[config.mk]
export PLATFORM = sky130hd
export DESIGN_NAME = rtimer_top
export DESIGN_NICKNAME = d
export VERILOG_FILES = /design/src/rtl/rtimer_pkg.sv /design/src/rtl/rtimer_prescaler.sv /design/src/rtl/rtimer_ctrl.sv /design/src/rtl/rtimer_datapath.sv /design/src/rtl/rtimer_top.sv
export SDC_FILE = /design/constraint.sdc
export NUM_CORES = 1
export LEC_CHECK = 0
export BUFFER_PORTS_ARGS = -buffer_cell sky130_fd_sc_hd__buf_2
export CORE_UTILIZATION = 35
export CTS_BUF_LIST = sky130_fd_sc_hd__clkbuf_2 sky130_fd_sc_hd__clkbuf_4 sky130_fd_sc_hd__clkbuf_8
export CTS_CLUSTER_DIAMETER = 200
export DETAILED_ROUTE_END_ITERATION = 6
export PLACE_DENSITY = 0.6
export SLEW_MARGIN = 25
export SYNTH_ARGS = -nofsm -noshare
export SYNTH_HDL_FRONTEND = slang
export SYNTH_SLANG_ARGS = --single-unit
[constraint.sdc]
create_clock -name clk -period 2.7 [get_ports clk]
set_clock_uncertainty 0.05 [all_clocks]
set_input_delay 0.54 -clock clk [delete_from_list [all_inputs] [get_ports clk]]
set_output_delay 0.54 -clock clk [all_outputs]
set_load 0.005 [all_outputs]
[src/rtl/rtimer_pkg.sv]
package rtimer_pkg;
  parameter int NUM_CH       = 3;
  parameter int CNT_W        = 32;
  parameter int SEL_W        = 3;
  parameter int DIV_STEPS    = 5;
  parameter int DIV_BASE_LOG = 2;
  parameter int DIV_STEP_LOG = 2;

  localparam int PSC_W     = DIV_BASE_LOG + (DIV_STEPS - 1) * DIV_STEP_LOG;
  localparam int CH_IDX_W  = $clog2(NUM_CH + 1);
  localparam int REG_IDX_W = 2;
  localparam int ADDR_W    = CH_IDX_W + REG_IDX_W;
  localparam int IE_BIT    = 5;
  localparam int FLAG_BIT  = 8;
  localparam logic [SEL_W-1:0] EXT_CODE = SEL_W'(5);

  typedef enum logic [REG_IDX_W-1:0] {
    REG_CTRL  = 2'd0,
    REG_CONST = 2'd1,
    REG_COUNT = 2'd2,
    REG_SPARE = 2'd3
  } regIdx_e;

  // Per-channel strobes from control to datapath
  typedef struct packed {
    logic tick;
    logic wrConst;
    logic wrCount;
    logic flagClr;
  } chStrobe_t;
endpackage

[src/rtl/rtimer_prescaler.sv]
module rtimer_prescaler
  import rtimer_pkg::*;
(
  input  logic                 clk,
  input  logic                 rstN,
  output logic [DIV_STEPS-1:0] divTick
);
  logic [PSC_W-1:0] psc;

  always_ff @(posedge clk or negedge rstN) begin
    if (!rstN) psc <= '0;
    else       psc <= psc + PSC_W'(1);
  end

  for (genvar k = 0; k < DIV_STEPS; k++) begin : g_div
    localparam int LW = DIV_BASE_LOG + k * DIV_STEP_LOG;
    assign divTick[k] = &psc[LW-1:0];
  end

  // the fastest division never ticks on two adjacent edges
  p_div_spacing_r3: assert property (@(posedge clk) disable iff (!rstN)
    divTick[0] |=> !divTick[0]);

  // the slowest division marks the wrap of the shared counter
  p_div_wrap_r3: assert property (@(posedge clk) disable iff (!rstN)
    divTick[DIV_STEPS-1] |=> (psc == '0));
endmodule

[src/rtl/rtimer_ctrl.sv]
module rtimer_ctrl
  import rtimer_pkg::*;
(
  input  logic                            clk,
  input  logic                            rstN,
  input  logic                            extCount,
  input  logic                            busSel,
  input  logic                            busWrite,
  input  logic [ADDR_W-1:0]               busAddr,
  input  logic [SEL_W-1:0]                wrSel,
  input  logic                            wrIe,
  input  logic                            wrFlagKeep,
  input  logic [NUM_CH-1:0]               wrRun,
  input  logic [DIV_STEPS-1:0]            divTick,
  input  logic [NUM_CH-1:0][CNT_W-1:0]    cntVal,
  input  logic [NUM_CH-1:0][CNT_W-1:0]    constVal,
  input  logic [NUM_CH-1:0]               flagVal,
  output chStrobe_t [NUM_CH-1:0]          strobes,
  output logic [CNT_W-1:0]                busRdata,
  output logic [NUM_CH-1:0]               irq
);
  logic                  wrEn;
  logic [CH_IDX_W-1:0]   chField;
  regIdx_e               regField;
  logic                  startHit;
  logic [NUM_CH-1:0]     runBits;
  logic [NUM_CH-1:0][SEL_W-1:0] selReg;
  logic [NUM_CH-1:0]     ieReg;
  logic [NUM_CH-1:0]     chHit;
  logic [NUM_CH-1:0]     clkTick;

  assign wrEn     = busSel & busWrite;
  assign chField  = busAddr[ADDR_W-1:REG_IDX_W];
  assign regField = regIdx_e'(busAddr[REG_IDX_W-1:0]);
  assign startHit = (chField == '0) && (regField == REG_CTRL);

  always_ff @(posedge clk or negedge rstN) begin
    if (!rstN)                runBits <= '0;
    else if (wrEn && startHit) runBits <= wrRun;
  end

  for (genvar c = 0; c < NUM_CH; c++) begin : g_ch
    assign chHit[c] = (chField == CH_IDX_W'(c + 1));

    always_ff @(posedge clk or negedge rstN) begin
      if (!rstN) begin
        selReg[c] <= '0;
        ieReg[c]  <= 1'b0;
      end else if (wrEn && chHit[c] && regField == REG_CTRL) begin
        selReg[c] <= wrSel;
        ieReg[c]  <= wrIe;
      end
    end

    always_comb begin
      if (selReg[c] == EXT_CODE)
        clkTick[c] = extCount;
      else if (int'(selReg[c]) < DIV_STEPS)
        clkTick[c] = divTick[selReg[c]];
      else
        clkTick[c] = divTick[0];
    end

    assign strobes[c].tick    = runBits[c] & clkTick[c];
    assign strobes[c].wrConst = wrEn & chHit[c] & (regField == REG_CONST);
    assign strobes[c].wrCount = wrEn & chHit[c] & (regField == REG_COUNT);
    assign strobes[c].flagClr = wrEn & chHit[c] & (regField == REG_CTRL) & ~wrFlagKeep;
    assign irq[c]             = flagVal[c] & ieReg[c];

    // a control write lands in the source and enable fields
    p_ctrl_load_r9: assert property (@(posedge clk) disable iff (!rstN)
      (wrEn && chHit[c] && regField == REG_CTRL) |=>
        (selReg[c] == $past(wrSel)) && (ieReg[c] == $past(wrIe)));
  end

  always_comb begin
    busRdata = '0;
    if (startHit) busRdata = CNT_W'(runBits);
    for (int c = 0; c < NUM_CH; c++) begin
      if (chHit[c]) begin
        case (regField)
          REG_CTRL: begin
            busRdata[SEL_W-1:0] = selReg[c];
            busRdata[IE_BIT]    = ieReg[c];
            busRdata[FLAG_BIT]  = flagVal[c];
          end
          REG_CONST: busRdata = constVal[c];
          REG_COUNT: busRdata = cntVal[c];
          default:   busRdata = '0;
        endcase
      end
    end
  end

  // a start-register write replaces all run bits
  p_start_load_r2: assert property (@(posedge clk) disable iff (!rstN)
    (wrEn && startHit) |=> (runBits == $past(wrRun)));
endmodule

[src/rtl/rtimer_datapath.sv]
module rtimer_datapath
  import rtimer_pkg::*;
(
  input  logic                         clk,
  input  logic                         rstN,
  input  chStrobe_t [NUM_CH-1:0]       strobes,
  input  logic [CNT_W-1:0]             wrData,
  output logic [NUM_CH-1:0][CNT_W-1:0] cntVal,
  output logic [NUM_CH-1:0][CNT_W-1:0] constVal,
  output logic [NUM_CH-1:0]            flagVal
);
  logic [NUM_CH-1:0] underflow;

  for (genvar c = 0; c < NUM_CH; c++) begin : g_ch
    assign underflow[c] = strobes[c].tick & ~strobes[c].wrCount & (cntVal[c] == '0);

    always_ff @(posedge clk or negedge rstN) begin
      if (!rstN)                  cntVal[c] <= '0;
      else if (strobes[c].wrCount) cntVal[c] <= wrData;
      else if (strobes[c].tick)    cntVal[c] <= (cntVal[c] == '0) ? constVal[c]
                                                                 : cntVal[c] - CNT_W'(1);
    end

    always_ff @(posedge clk or negedge rstN) begin
      if (!rstN)                  constVal[c] <= '0;
      else if (strobes[c].wrConst) constVal[c] <= wrData;
    end

    always_ff @(posedge clk or negedge rstN) begin
      if (!rstN)                  flagVal[c] <= 1'b0;
      else if (underflow[c])       flagVal[c] <= 1'b1;
      else if (strobes[c].flagClr) flagVal[c] <= 1'b0;
    end

    // tick at zero reloads from the constant held before the edge
    p_reload_r4: assert property (@(posedge clk) disable iff (!rstN)
      (strobes[c].tick && !strobes[c].wrCount && cntVal[c] == '0) |=>
        (cntVal[c] == $past(constVal[c])));

    // tick at a nonzero value steps down by one
    p_count_down_r4: assert property (@(posedge clk) disable iff (!rstN)
      (strobes[c].tick && !strobes[c].wrCount && cntVal[c] != '0) |=>
        (cntVal[c] == $past(cntVal[c]) - CNT_W'(1)));

    // with no tick and no write the count holds
    p_hold_r2: assert property (@(posedge clk) disable iff (!rstN)
      (!strobes[c].tick && !strobes[c].wrCount) |=> $stable(cntVal[c]));

    // a count write wins over a tick
    p_count_write_r8: assert property (@(posedge clk) disable iff (!rstN)
      strobes[c].wrCount |=> (cntVal[c] == $past(wrData)));

    // underflow sets the flag even against a clear
    p_flag_set_r5: assert property (@(posedge clk) disable iff (!rstN)
      underflow[c] |=> flagVal[c]);

    // the flag only falls through a clearing write
    p_flag_sticky_r5: assert property (@(posedge clk) disable iff (!rstN)
      (flagVal[c] && !strobes[c].flagClr) |=> flagVal[c]);
  end
endmodule

[src/rtl/rtimer_top.sv]
module rtimer_top
  import rtimer_pkg::*;
(
  input  logic              clk,
  input  logic              rstN,
  input  logic              extCount,
  input  logic              busSel,
  input  logic              busWrite,
  input  logic [ADDR_W-1:0] busAddr,
  input  logic [CNT_W-1:0]  busWdata,
  output logic [CNT_W-1:0]  busRdata,
  output logic [NUM_CH-1:0] irq
);
  logic [DIV_STEPS-1:0]         divTick;
  chStrobe_t [NUM_CH-1:0]       strobes;
  logic [NUM_CH-1:0][CNT_W-1:0] cntVal;
  logic [NUM_CH-1:0][CNT_W-1:0] constVal;
  logic [NUM_CH-1:0]            flagVal;

  rtimer_prescaler u_prescaler (
    .clk     (clk),
    .rstN    (rstN),
    .divTick (divTick)
  );

  rtimer_ctrl u_ctrl (
    .clk        (clk),
    .rstN       (rstN),
    .extCount   (extCount),
    .busSel     (busSel),
    .busWrite   (busWrite),
    .busAddr    (busAddr),
    .wrSel      (busWdata[SEL_W-1:0]),
    .wrIe       (busWdata[IE_BIT]),
    .wrFlagKeep (busWdata[FLAG_BIT]),
    .wrRun      (busWdata[NUM_CH-1:0]),
    .divTick    (divTick),
    .cntVal     (cntVal),
    .constVal   (constVal),
    .flagVal    (flagVal),
    .strobes    (strobes),
    .busRdata   (busRdata),
    .irq        (irq)
  );

  rtimer_datapath u_datapath (
    .clk      (clk),
    .rstN     (rstN),
    .strobes  (strobes),
    .wrData   (busWdata),
    .cntVal   (cntVal),
    .constVal (constVal),
    .flagVal  (flagVal)
  );
endmodule

; ---- Word level (Yosys, flattened, before mapping)
; Cells that the tools add are included.
[totals]
ff_bits = 220
output_inout_bits = 35
[op_classes]
add_sub_neg = 4
order_cmp = 6
eq_ne = 8
muxes = 49
bitwise = 32
reduce_logical = 24
[ops]
columns = op, n
row1 = $mux W32, 12
row2 = $pmux W23 S3, 3
row3 = $logic_not A32 Y1, 3
row4 = $sub A32 B1 Y32 const B, 3
row5 = $pmux W2 S3, 6
row6 = $and A1 B1 Y1, 28
row7 = $pmux W3 S3, 3
row8 = $pmux W1 S3, 6
row9 = $mux W1, 15
row10 = $lt A3 B4 Y1 const B, 3
row11 = $reduce_bool A2 Y1, 6
row12 = $add A10 B1 Y10 const B, 1
row13 = $reduce_and A10 Y1, 1
row14 = $bmux W1 S3, 3
row15 = $eq A3 B3 Y1 const B, 3
row16 = $lt A3 B3 Y1 const B, 3
row17 = $logic_and A1 B1 Y1, 8
row18 = $reduce_and A8 Y1, 1
row19 = $eq A2 B2 Y1 const B, 3
row20 = $reduce_and A6 Y1, 1
row21 = $eq A2 B1 Y1 const B, 2
row22 = $logic_not A2 Y1, 2
row23 = $not A1 Y1, 4
row24 = $reduce_and A4 Y1, 1
row25 = 2 further kinds, 2

; ---- Depth between registers and ports, before layout
; Gate-level depths: netlist of run 1.
[logic_depth]
depth_word = 9
mapped_depth = 11

; ---- Modules after synthesis
; Synthesis of run 1 repeated with hierarchy kept, for this count alone.
[unflattened]
cells_unflattened = 1390
hier_area_um2 = 13524.2
[modules_own_cells]
columns = mod, n_inst, cells_per_inst, area_per_inst_um2, seq_area_each_um2
row1 = rtimer_datapath, 1, 1094, 10709.0, 4879.7
row2 = rtimer_ctrl, 1, 260, 2376.0, 375.4
row3 = rtimer_prescaler, 1, 36, 439.2, 250.2

; ---- Worst setup path after synthesis of run 1
; No wires, ideal clock.
[synth_timing]
kind = input to output
from = in busAddr[0]
to = out busRdata[19]
t_arrival_ns = 1.919
slack_ns = 0.191
path_stages = 7
n_path_buf = 3
cell_sequence = inv_1 > ha_1 > clkbuf_1 > clkbuf_1 > clkinv_1 > clkbuf_1 > o22ai_1
[synth_between]
elab_chain_len = 7
[synth_lines]
columns = element, line_no
row1 = start: declaration, rtimer_top.sv:9  ; input logic [ADDR_W-1:0] busAddr,
row2 = $eq A2 B2 Y1 (tied with other cells), rtimer_ctrl.sv:81  ; case (regField)
row3 = $pmux W23 S3, rtimer_ctrl.sv:81
row4 = $mux W32, rtimer_ctrl.sv:80  ; if (chHit[c]) begin
row5 = $pmux W23 S3, rtimer_ctrl.sv:81
row6 = $mux W32, rtimer_ctrl.sv:80
row7 = $pmux W23 S3, rtimer_ctrl.sv:81
row8 = $mux W32 *, rtimer_ctrl.sv:80
row9 = end: declaration, rtimer_top.sv:11  ; output logic [CNT_W-1:0] busRdata,
; Mark *: on every way between the ends. The rest lies on a longest branch, timed or not.

; ---- Worst setup path after layout of run 1
[layout_timing]
from = in busAddr[0]
to = out busRdata[16]
; Same word-level chain as after synthesis.

==> results of run 1 <==
==> kinds of logic (layout without fill, tap and decap cells) <==
family                     Yosys count  after routing
AOI/OAI and AO/OA                  401            401
xor gates and xnor gates            69             69
adders and majority gates           11             11
buffers and inverters              133            309
DFF                                220            220
muxes                              143            143
other                                0              4
and+or+nand+nor                    430            430
==> metal layers <==
metal / up-vias / track usage / wire [um]
li1: 5683 / - / -
met1: 6479 / 0.390 / 22700
met2: 832 / 0.418 / 24000
met3: 156 / 0.0462 / 5210
met4: 0 / 0.119 / 2260
met5: - / 0 / 0
==> power by group through the flow <==
stage | Clock (mW) | Sequential (mW) | Combinational [mW]
after global placement | 0 | 5.61 | 4.72
after floorplan | 0 | 5.13 | 3.12
final | 3.47 | 5.62 | 4.96
after CTS | 3.51 | 5.56 | 4.86
after detailed placement | 0 | 5.60 | 4.82
after global routing | 3.66 | 5.74 | 5.35
==> worst min path at each step <==
stage,depth (start not counted),startpoint,endpoint,slack [ns]
3_5_place_dp,1,u_prescaler.psc[9],u_prescaler.psc[9],0.42
3_3_place_gp,1,u_prescaler.psc[0],u_prescaler.psc[0],0.42
2_1_floorplan,0,rstN,u_ctrl.ieReg[0],0.19
5_1_grt,3,busWdata[26],u_datapath.cntVal[90],0.24
6_report,3,busWdata[31],u_datapath.cntVal[31],0.24
4_1_cts,3,busWdata[29],u_datapath.cntVal[61],0.22
==> repair_timing <==
action                                  4_1_cts  5_1_grt
gates resized for setup                       1       10
endpoints found under the hold margin        54        0
hold buffers                                  1        0
cloned                                        2        1
setup buffers                                 0        1
endpoints found under the setup margin        3       32
pin swaps                                     4       22
==> cells in the mapped netlist (11+ instances only) <==
| cell type | count | share of area |
|---|---|---|
| sky130_fd_sc_hd__nor2_1 | 129 | 0.036 |
| sky130_fd_sc_hd__o211ai_1 | 30 | 0.017 |
| sky130_fd_sc_hd__and3_1 | 15 | 0.0071 |
| sky130_fd_sc_hd__o22ai_1 | 74 | 0.035 |
| sky130_fd_sc_hd__or4_1 | 11 | 0.0062 |
| sky130_fd_sc_hd__mux2i_1 | 32 | 0.024 |
| sky130_fd_sc_hd__dfrtp_1 | 220 | 0.41 |
| sky130_fd_sc_hd__mux2_2 | 111 | 0.094 |
| sky130_fd_sc_hd__nand2_1 | 81 | 0.023 |
| sky130_fd_sc_hd__a21oi_1 | 100 | 0.038 |
| sky130_fd_sc_hd__nand2b_1 | 19 | 0.0089 |
| sky130_fd_sc_hd__o21ai_0 | 49 | 0.018 |
| sky130_fd_sc_hd__nor3_1 | 42 | 0.016 |
| sky130_fd_sc_hd__inv_1 | 19 | 0.0054 |
| sky130_fd_sc_hd__nand3_1 | 46 | 0.017 |
| sky130_fd_sc_hd__xor2_1 | 34 | 0.022 |
| sky130_fd_sc_hd__a211oi_1 | 17 | 0.0096 |
| sky130_fd_sc_hd__xnor2_1 | 35 | 0.023 |
| sky130_fd_sc_hd__ha_1 | 11 | 0.010 |
| sky130_fd_sc_hd__a222oi_1 | 65 | 0.049 |
| sky130_fd_sc_hd__clkbuf_1 | 98 | 0.028 |
| sky130_fd_sc_hd__nand4_1 | 16 | 0.0075 |
| sky130_fd_sc_hd__nor4_1 | 20 | 0.0094 |
==> registers in the layout, summed over array words and instances (netlist names) <==
| signal | count |
|---|---|
| u_ctrl.ieReg | 3 |
| u_ctrl.runBits | 3 |
| u_ctrl.selReg | 9 |
| u_datapath.cntVal | 96 |
| u_datapath.constVal | 96 |
| u_datapath.flagVal | 3 |
| u_prescaler.psc | 10 |
==> metrics by stage <==
| stage | hold slack, ns | std cells |
|---|---|---|
| after floorplan | 0.194 | 1407 |
| after CTS | 0.217 | 2093 |
| final | 0.244 | 2098 |
| after global routing | 0.243 | 2096 |
| after detailed placement | 0.420 | 2018 |
| after global placement | 0.415 | 2018 |
==> area by class of cell <==
cell class,count,area [sq um]
repair buffers,216,1770
clock inverters,12,87.6
clock buffers,60,776
multi-input cells,1054,7350
fillers,3614,21400
inverters,21,78.8
well taps,511,639
flip-flops and latches,220,5510
diodes,4,10.0
==> worst reg2reg max path, delay by kind of cell (launching register included) <==
family / cells / cell delay [ns]
compound gates: 1 / 0.09
buf+inv: 1 / 0.29
mux: 1 / 0.22
flops: 1 / 0.42
simple gates: 3 / 1.34
==> impl_metrics.env, run 1 <==
export IMPL_crit_end="busRdata[16]"
export IMPL_synthesis_nets=1459
export IMPL_cp_required_ns=2.11
export IMPL_relSlewSlack=0.630
export IMPL_post_synth_mux_area_share=0.118
export IMPL_synth_main_ff_cell="sky130_fd_sc_hd__dfrtp_1"
export IMPL_synth_xor_xnor_area_share=0.0454
export IMPL_power_report_internal_total_mw=8.44
export IMPL_clock_buffers_created_by_tritoncts=41
export IMPL_slowest_delay_ns=0.28
export IMPL_gr_usage_all_layers=0.277
export IMPL_rr_endpoint="u_datapath.cntVal[22]"
export IMPL_cellPowerDensity_mw_per_mm2=866
export IMPL_postSynthAreaPerCell_sq_um=9.46
export IMPL_root_buffer_selected_by_cts="sky130_fd_sc_hd__clkbuf_8"
export IMPL_numClockSinks=220
export IMPL_power_frac_seq=0.400
export IMPL_crit_slowest_cell="sky130_fd_sc_hd__ha_1"
export IMPL_detail_route_first_pass_iterations=7
export IMPL_core_utilization_of_the_finished_layout=0.432
export IMPL_dieArea_sq_mm=0.0388
export IMPL_detail_route_wirelength_um=54200
export IMPL_post_drt_wl_per_cell_um=25.8
export IMPL_detail_route_vias_per_cell=6.27
export IMPL_setup_slack_of_the_most_critical_reg_to_reg_path_ns=0.17
export IMPL_dpl_instance_area_sq_mm=0.0152
export IMPL_latest_clock_arrival_within_the_worst_skew_pair_ns=0.58
export IMPL_total_power_mw=14.1
export IMPL_worst_slew_pin_slew_ns=0.551
export IMPL_detailed_place_hpwl_um=37100
export IMPL_combinational_family_with_the_most_area_after_synthesis="compound AO/OA/AOI/OAI gates"
export IMPL_critPathKind="in2out"
export IMPL_outcome="complete, but fails checks"
export IMPL_finalWorstSetupSlack_ns=0.0279
export IMPL_post_synth_inst_count=1407
export IMPL_grt_total_ovfl=0
export IMPL_syn2layout_area_growth_pct=21.9
export IMPL_crit_top_cell="sky130_fd_sc_hd__buf_4"
export IMPL_most_common_layout_cells="220 x sky130_fd_sc_hd__dfrtp_1, 121 x sky130_fd_sc_hd__nor2_1, 118 x sky130_fd_sc_hd__buf_4"
export IMPL_worst_path_buf_inv=5
export IMPL_post_route_period_util=0.990
export IMPL_pwr_share_clk=0.247
export IMPL_synth_warning_count=0
export IMPL_layout_commonest_cell="sky130_fd_sc_hd__dfrtp_1"
export IMPL_switchingPower_mw=5.61
export IMPL_place_congestion=0.959
export IMPL_synth_async_sr_flop_share=1.00
export IMPL_type_of_destination_of_the_critical_path="output pin"
export IMPL_grt_start_max_net_pins=62
export IMPL_timing_reg2reg_worst_path_depth=6
export IMPL_synth_distinct_cells=70
export IMPL_initial_core_util=0.354
export IMPL_post_route_drc_count=10
export IMPL_num_rows=71
export IMPL_cts_max_level=2
export IMPL_r2r_start="u_datapath.cntVal[21]"
export IMPL_timing_critical_path_fanout_max=8
export IMPL_total_of_flip_flops_plus_latches_after_synthesis=220
export IMPL_clk_transition_reported_paths_ns=0.06
export IMPL_critical_path_top_delay_family="buffers and inverters"
export IMPL_cp_num_cells=9
export IMPL_drive_gt1_frac=0.272
export IMPL_io_buffers=75
export IMPL_crit_path_start_kind="input port"
export IMPL_cts_tree="built"
export IMPL_place_worst_setup_slack_ns=-0.0218
export IMPL_floorplan_core_area_sq_mm=0.0376
export IMPL_clock_fmax_mhz=374
export IMPL_maxCapViolCount=0
export IMPL_post_route_min_period_ns=2.67
export IMPL_tns_ns=0
export IMPL_slew_violations=0
export IMPL_power_ir_vdd_worst_mv=0.363
export IMPL_die_w_um=197
export IMPL_p_leak_nw=7.03
export IMPL_post_synth_adder_cell_area=0.0103
export IMPL_failed_checks="design-rule violations"
export IMPL_antenna_found_initial=3
export IMPL_dieHeight_um=197
export IMPL_fin_nets=1606
export IMPL_synth_compound_gate_area_share=0.208
export IMPL_unrepaired_setup_endpoints_after_global_routing="false"
export IMPL_detailedRoute_firstIterationViolations=1989
export IMPL_crit_start="busAddr[0]"
export IMPL_wire_length_of_the_first_global_routing_pass_um=81000
export IMPL_comb_power_share=0.353
export IMPL_timing_critical_path_cells="buf_4 > inv_2 > ha_1 > and2_4 > buf_12 > buf_4 > a222oi_1 > o22ai_1 > buf_2"
export IMPL_simple_gate_fraction_of_synth_area=0.165
export IMPL_buffer_levels_on_the_longest_clock_path=3
export IMPL_seq_area_frac_synth=0.414
export IMPL_number_of_setup_violations_in_the_final_report=0
export IMPL_layout_cell_area_non_filler_sq_mm=0.0162
export IMPL_vias_after_detailed_routing=13200
export IMPL_swShare=0.399
export IMPL_io_pins=76
export IMPL_worstHoldPathType="in2reg"
export IMPL_number_of_flops_mapped_to_enable_cells_by_yosys=0
export IMPL_critical_path_arrival_ns=2.08
export IMPL_first_global_vias=12500
export IMPL_mappedNetlistArea_sq_mm=0.0133
export IMPL_final_hold_viol_count=0
export IMPL_final_antenna_net_count=0
Power figures use the tool's default switching activity.
==> inputs of run 2 (changes only) <==
--- a/config.mk
+++ b/config.mk
@@ -14,4 +14,5 @@
 export SLEW_MARGIN = 25
 export SYNTH_ARGS = -nofsm -noshare
 export SYNTH_HDL_FRONTEND = slang
+export SYNTH_HIERARCHICAL = 1
 export SYNTH_SLANG_ARGS = --single-unit
==> constraint.sdc (replaced) <==
create_clock -name clk -period 2.5 [get_ports clk]
set_clock_uncertainty 0.05 [all_clocks]
set_input_delay 0.5 -clock clk [delete_from_list [all_inputs] [get_ports clk]]
set_output_delay 0.5 -clock clk [all_outputs]
set_load 0.005 [all_outputs]
==> run 2 against run 1 <==
The run ends with negative setup slack left. Cell count rose by 4.4%. Register-to-register slack got worse by 0.25 ns. Power rose by 22%. Utilization rose by 6.0 points. Routed wire length fell by 1.5%. Critical path type unchanged. Largest cell class unchanged.
==> impl_metrics.env, run 2 <==
export IMPL_outcome="complete, but fails checks"
export IMPL_failed_checks="negative setup slack"
export IMPL_syn2layout_area_growth_pct=37.6
export IMPL_final_hold_viol_count=0
export IMPL_total_of_flip_flops_plus_latches_after_synthesis=220
export IMPL_fin_nets=1702
export IMPL_r2r_start="u_datapath/cntVal[59]"
export IMPL_insertedDiodeCount=0
export IMPL_maxCapViolCount=0
export IMPL_detailed_place_hpwl_um=36700
export IMPL_hp_start="busWdata[24]"
export IMPL_initial_core_util=0.357
export IMPL_power_frac_seq=0.345
export IMPL_post_route_period_util=1.07
export IMPL_unrepaired_setup_endpoints_after_global_routing="true"
export IMPL_post_synth_inst_count=1390
export IMPL_seq_area_frac_synth=0.407
export IMPL_io_pins=76
export IMPL_number_of_flops_mapped_to_enable_cells_by_yosys=0
export IMPL_p_leak_nw=7.81
export IMPL_relSlewSlack=0.634
export IMPL_buffer_levels_on_the_longest_clock_path=3
export IMPL_critPathKind="in2out"
export IMPL_postSynthAreaPerCell_sq_um=9.73
export IMPL_floorplan_core_area_sq_mm=0.0378
export IMPL_post_route_min_period_ns=2.67
export IMPL_pwr_share_clk=0.237
export IMPL_power_report_internal_total_mw=10.6
export IMPL_type_of_destination_of_the_critical_path="output pin"
export IMPL_gr_usage_all_layers=0.262
export IMPL_switchingPower_mw=6.60
export IMPL_clock_fmax_mhz=374
export IMPL_wire_length_of_the_first_global_routing_pass_um=77800
export IMPL_mappedNetlistArea_sq_mm=0.0135
export IMPL_synth_largest_area_cell="sky130_fd_sc_hd__dfrtp_1"
export IMPL_placed_cells=2069
export IMPL_post_synth_top_count_cell="sky130_fd_sc_hd__dfrtp_1"
export IMPL_numClockSinks=220
export IMPL_crit_start="busAddr[0]"
export IMPL_power_ir_vdd_worst_mv=0.384
export IMPL_tns_ns=-1.34
export IMPL_num_rows=71
export IMPL_comb_power_share=0.419
export IMPL_slew_violations=0
export IMPL_synth_distinct_cells=77
export IMPL_grt_start_max_net_pins=58
export IMPL_number_of_setup_violations_in_the_final_report=43
export IMPL_worstHoldPathType="in2reg"
export IMPL_timing_critical_path_fanout_max=10
export IMPL_place_congestion=0.964
export IMPL_cp_required_ns=1.95
export IMPL_grt_total_ovfl=0
export IMPL_cts_max_level=2
export IMPL_critical_path_arrival_ns=2.12
export IMPL_finalWorstSetupSlack_ns=-0.172
export IMPL_synth_top_area_frac=0.407
export IMPL_layout_commonest_cell="sky130_fd_sc_hd__dfrtp_1"
export IMPL_detail_route_wirelength_um=53300
export IMPL_worst_slew_pin_slew_ns=0.542
export IMPL_clk_transition_reported_paths_ns=0.06
export IMPL_post_route_drc_count=0
export IMPL_detail_route_vias_per_cell=6.10
export IMPL_drive_gt1_frac=0.410
export IMPL_latest_clock_arrival_within_the_worst_skew_pair_ns=0.59
export IMPL_clock_buffers_created_by_tritoncts=42
export IMPL_vias_after_detailed_routing=13400
export IMPL_most_common_layout_cells="220 x sky130_fd_sc_hd__dfrtp_1, 163 x sky130_fd_sc_hd__buf_4, 104 x sky130_fd_sc_hd__mux2_2"
export IMPL_io_buffers=75
export IMPL_synth_top_cells_by_count="220 x sky130_fd_sc_hd__dfrtp_1, 107 x sky130_fd_sc_hd__mux2_2, 80 x sky130_fd_sc_hd__a21oi_1"
export IMPL_first_global_vias=12600
export IMPL_final_antenna_net_count=0
export IMPL_synth_async_sr_flop_share=1.00
export IMPL_largest_registers="u_datapath/cntVal x96, u_datapath/constVal x96, u_prescaler/psc x10"
export IMPL_swShare=0.385
export IMPL_synth_area_top_cells="sky130_fd_sc_hd__dfrtp_1 41%, sky130_fd_sc_hd__mux2_2 8.9%, sky130_fd_sc_hd__nor3b_1 3.4%, sky130_fd_sc_hd__a222oi_1 3.0%, sky130_fd_sc_hd__a21oi_1 3.0%"
export IMPL_synth_main_ff_cell="sky130_fd_sc_hd__dfrtp_1"
export IMPL_detailedRoute_firstIterationViolations=1666
export IMPL_dieHeight_um=199
export IMPL_die_w_um=199
export IMPL_synthesis_nets=1442
export IMPL_cts_tree="built"
export IMPL_finish_cell_count_without_fillers=2191
export IMPL_antenna_found_initial=0
export IMPL_root_buffer_selected_by_cts="sky130_fd_sc_hd__clkbuf_8"
export IMPL_crit_path_start_kind="input port"
export IMPL_cellPowerDensity_mw_per_mm2=922
export IMPL_post_drt_wl_per_cell_um=24.3
export IMPL_dieArea_sq_mm=0.0394
export IMPL_detail_route_first_pass_iterations=7
export IMPL_synth_warning_count=6
[run 2: per-stage QoR]
stage                     hold WS [ns]   util  setup slack (ns)  instance area [sq um]  power [mW]
after global placement           0.406  0.420            -0.277                  15900        11.7
after CTS                        0.180  0.459            -0.124                  17400        16.3
after floorplan                  0.154      -            -0.114                  13600        9.20
final                            0.219  0.492            -0.172                  18600        17.2
after global routing             0.211  0.492            -0.303                  18600        18.1
after detailed placement         0.409  0.420            -0.295                  15900        11.8
[run 2: final cells by class]
type                            instances  area, sq um
Fill cell                            3501        19200
Multi-Input combinational cell       1039         8410
Sequential cell                       220         5510
Timing Repair Buffer                  327         3020
Clock buffer                           66          852
Tap cell                              511          639
Clock inverter                          8         98.8
Inverter                               20         92.6
[run 2: path summary, 6_finish.rpt]
path / slack (ns) / depth (start not counted) / end
max: -0.17 / 8 / busRdata[1]
min: 0.22 / 3 / u_datapath/cntVal[24]
max reg2reg: -0.08 / 6 / u_datapath/cntVal[33]
min reg2reg: 0.42 / 1 / u_prescaler/psc[8]
max in group asynchronous: 1.29 / 3 / u_datapath/cntVal[63]
min in group asynchronous: 0.40 / 2 / u_datapath/constVal[33]
[run 2: power by group through the flow]
stage               Combinational [mW]  Sequential (mW)  Clock (mW)
floorplan                         3.66             5.54           0
global placement                  5.89             5.80           0
detailed placement                5.99             5.83           0
CTS                               6.36             5.79        4.13
global route                      7.73             6.03        4.31
finish                            7.18             5.91        4.06
[run 2: critical path, cell delays in order]
cell,delay [ns]
sky130_fd_sc_hd__buf_12,0.11
sky130_fd_sc_hd__buf_4,0.12
sky130_fd_sc_hd__ha_1,0.23
sky130_fd_sc_hd__buf_4,0.19
sky130_fd_sc_hd__a222oi_1,0.40
sky130_fd_sc_hd__o32ai_2,0.19
sky130_fd_sc_hd__a211o_1,0.26
sky130_fd_sc_hd__buf_2,0.13
[run 2: cell families (layout without fill, tap and decap cells)]
family,count (synthesis),count (layout),share of synthesized area
AOI/OAI and AO/OA,387,387,0.196
buffers and inverters,131,421,0.0443
DFF,220,220,0.407
xor gates and xnor gates,79,79,0.0512
and+or+nand+nor,437,437,0.185
adders and majority gates,11,11,0.0102
muxes,125,125,0.106
[run 2: repair_timing]
item | 4_1_cts | 5_1_grt
setup endpoints to repair | 89 | 109
hold buffers | 1 | 0
endpoints found under the hold margin | 46 | 0
pin swaps | 24 | 104
setup buffers | 9 | 26
cloned | 4 | 8
gates resized for setup | 92 | 219
[run 2: layer usage]
layer | vias up | wire [um] | GRT usage
met5 | - | 43 | 0
met4 | 2 | 1800 | 0.0806
met3 | 132 | 4290 | 0.0465
met2 | 660 | 24600 | 0.411
met1 | 6732 | 22600 | 0.365
li1 | 5830 | - | -
==> inputs of run 3 (changes only) <==
--- a/config.mk
+++ b/config.mk
@@ -11,6 +11,7 @@
 export CTS_CLUSTER_DIAMETER = 200
 export DETAILED_ROUTE_END_ITERATION = 6
 export PLACE_DENSITY = 0.6
+export RECOVER_POWER = 50
 export SLEW_MARGIN = 25
 export SYNTH_ARGS = -nofsm -noshare
 export SYNTH_HDL_FRONTEND = slang
==> run 3 against run 2 <==
The flow finishes with violations (design-rule violations, negative setup slack). Sequential cell count stayed put. Combinational power hardly changed. Die area stayed put. Register-to-register slack hardly changed. Worst setup slack worse by 0.022 ns. Count of clock-buffer cells in the layout stayed put. Non-clock buffer count stayed put. Critical path depth stayed put. Design area is 0.32% lower. Power is 0.10% lower. Global-route usage stayed put. First-iteration DRC count is 0.72% higher. Critical path type unchanged. Critical endpoint unchanged. Largest cell class unchanged.
==> impl_metrics.env, run 3 (synthesis gave the netlist of run 2 again) <==
export IMPL_finalWorstSetupSlack_ns=-0.195
export IMPL_critPathKind="in2out"
export IMPL_io_buffers=75
export IMPL_grt_start_max_net_pins=58
export IMPL_clk_transition_reported_paths_ns=0.06
export IMPL_crit_path_start_kind="input port"
export IMPL_timing_critical_path_fanout_max=10
export IMPL_wire_length_of_the_first_global_routing_pass_um=77800
export IMPL_place_congestion=0.964
export IMPL_slowest_delay_ns=0.41
export IMPL_r2r_start="u_datapath/cntVal[59]"
export IMPL_timing_critical_path_cells="buf_12 > buf_4 > ha_1 > buf_4 > a222oi_1 > o32ai_2 > a211o_1 > buf_2"
export IMPL_cellPowerDensity_mw_per_mm2=924
export IMPL_clock_fmax_mhz=371
export IMPL_final_antenna_net_count=0
export IMPL_root_buffer_selected_by_cts="sky130_fd_sc_hd__clkbuf_8"
export IMPL_detail_route_vias_per_cell=6.08
export IMPL_first_global_vias=12600
export IMPL_antenna_found_initial=0
export IMPL_detailedRoute_firstIterationViolations=1678
export IMPL_unrepaired_setup_endpoints_after_global_routing="true"
export IMPL_cts_tree="built"
export IMPL_global_route_peak_usage_layer="met2"
export IMPL_clock_buffers_created_by_tritoncts=42
export IMPL_crit_slowest_cell="sky130_fd_sc_hd__a222oi_1"
export IMPL_numClockSinks=220
export IMPL_detail_route_wirelength_um=53300
export IMPL_cts_max_level=2
export IMPL_worst_slew_pin_slew_ns=1.44
export IMPL_critical_path_arrival_ns=2.14
export IMPL_grt_met1_usage=0.365
export IMPL_global_route_usage_met3=0.0465
export IMPL_power_ir_vdd_worst_mv=0.384
export IMPL_drive_gt1_frac=0.409
export IMPL_buffer_levels_on_the_longest_clock_path=3
export IMPL_most_common_layout_cells="220 x sky130_fd_sc_hd__dfrtp_1, 162 x sky130_fd_sc_hd__buf_4, 104 x sky130_fd_sc_hd__mux2_2"
export IMPL_final_hold_viol_count=0
export IMPL_number_of_setup_violations_in_the_final_report=49
export IMPL_dieHeight_um=199
export IMPL_crit_top_cell="sky130_fd_sc_hd__buf_4"
export IMPL_dieArea_sq_mm=0.0394
export IMPL_type_of_destination_of_the_critical_path="output pin"
export IMPL_die_w_um=199
export IMPL_post_drt_wl_per_cell_um=24.3
export IMPL_insertedDiodeCount=0
export IMPL_detailed_place_hpwl_um=36700
export IMPL_outcome="complete, but fails checks"
export IMPL_io_pins=76
export IMPL_maxCapViolCount=0
export IMPL_p_leak_nw=7.80
export IMPL_worstHoldPathType="in2reg"
export IMPL_cp_required_ns=1.95
export IMPL_initial_core_util=0.357
export IMPL_num_rows=71
export IMPL_grt_use_met2=0.411
export IMPL_relSlewSlack=0.0398
export IMPL_fin_nets=1702
export IMPL_layout_commonest_cell="sky130_fd_sc_hd__dfrtp_1"
export IMPL_floorplan_core_area_sq_mm=0.0378
export IMPL_detail_route_first_pass_iterations=7
export IMPL_post_route_drc_count=6
export IMPL_vias_after_detailed_routing=13300
export IMPL_crit_start="busAddr[0]"
export IMPL_post_route_min_period_ns=2.69
export IMPL_failed_checks="design-rule violations, negative setup slack"
export IMPL_post_route_period_util=1.08
export IMPL_hp_start="busWdata[24]"
export IMPL_syn2layout_area_growth_pct=37.2
export IMPL_largest_registers="u_datapath/cntVal x96, u_datapath/constVal x96, u_prescaler/psc x10"
export IMPL_tns_ns=-1.68
export IMPL_latest_clock_arrival_within_the_worst_skew_pair_ns=0.59
export IMPL_gr_usage_all_layers=0.262
export IMPL_grt_total_ovfl=0
export IMPL_core_utilization_of_the_finished_layout=0.490
export IMPL_slew_violations=0
==> run 3: changes by cell type in the layout (fill, tap and decap cells not counted) <==
cell	before	now
sky130_fd_sc_hd__buf_4	163	162
sky130_fd_sc_hd__buf_12	28	25
sky130_fd_sc_hd__nand3_2	5	4
sky130_fd_sc_hd__ha_4	5	4
sky130_fd_sc_hd__clkbuf_2	0	1
sky130_fd_sc_hd__nand3_1	22	23
sky130_fd_sc_hd__buf_8	8	7
sky130_fd_sc_hd__clkbuf_4	9	12
sky130_fd_sc_hd__ha_2	1	2
sky130_fd_sc_hd__buf_6	45	46
==> run 3: worst max-delay path, delay by kind of cell <==
family | cells | cell delay, ns
buffers and inverters | 4 | 0.55
AO/OA/AOI/OAI | 3 | 0.86
adder cells (fa/ha/maj) | 1 | 0.23
==> run 3: worst paths after layout <==
check | slack, ns | endpoint | cells past startpoint
worst max-delay path | -0.19 | busRdata[1] | 8
worst min-delay path | 0.23 | u_datapath/cntVal[24] | 3
worst max register to register | -0.09 | u_datapath/cntVal[33] | 6
worst min register to register | 0.43 | u_prescaler/psc[8] | 1
max in group asynchronous | 0.20 | u_datapath/cntVal[7] | 3
min in group asynchronous | 0.75 | u_datapath/cntVal[37] | 2
==> run 3: power by group <==
group	internal (mW)	switching [mW]	total, mW
Combinational	3.60	3.55	7.16
Clock	2.37	1.69	4.06
Sequential	4.57	1.35	5.91
==> run 3: stage by stage <==
step	total power, mW	cell area (sq um)	hold WS, ns	worst slack (ns)	cells
after CTS	16.3	17400	0.180	-0.124	2157
after detailed placement	11.8	15900	0.409	-0.295	2069
final	17.1	18600	0.225	-0.195	2191
after global placement	11.7	15900	0.406	-0.277	2069
after floorplan	9.20	13600	0.154	-0.114	1390
after global routing	18.1	18600	0.211	-0.303	2191
==> run 3: metal layers <==
metal | part of all wire | wire length, um
met1 | 0.42 | 22500
met2 | 0.46 | 24600
met3 | 0.080 | 4260
met4 | 0.035 | 1870
met5 | 0.00081 | 43
==> run 3: what timing repair did <==
| action | CTS | global route |
|---|---|---|
| hold buffers | 1 | 0 |
| setup buffers | 9 | 26 |
| gates resized for setup | 92 | 219 |
| gates cloned | 4 | 8 |
| pin swaps | 24 | 104 |
| endpoints found under the hold margin | 46 | 0 |
| setup endpoints to repair | 89 | 109 |
==> run 3: layout make-up <==
| class | count | area [sq um] |
|---|---|---|
| inverter | 20 | 92.6 |
| timing repair buffer | 327 | 2970 |
| sequential | 220 | 5510 |
| tap | 511 | 639 |
| fill | 3508 | 19300 |
| clock buffer | 66 | 852 |
| clock inverter | 8 | 98.8 |
| multi-input combinational | 1039 | 8390 |
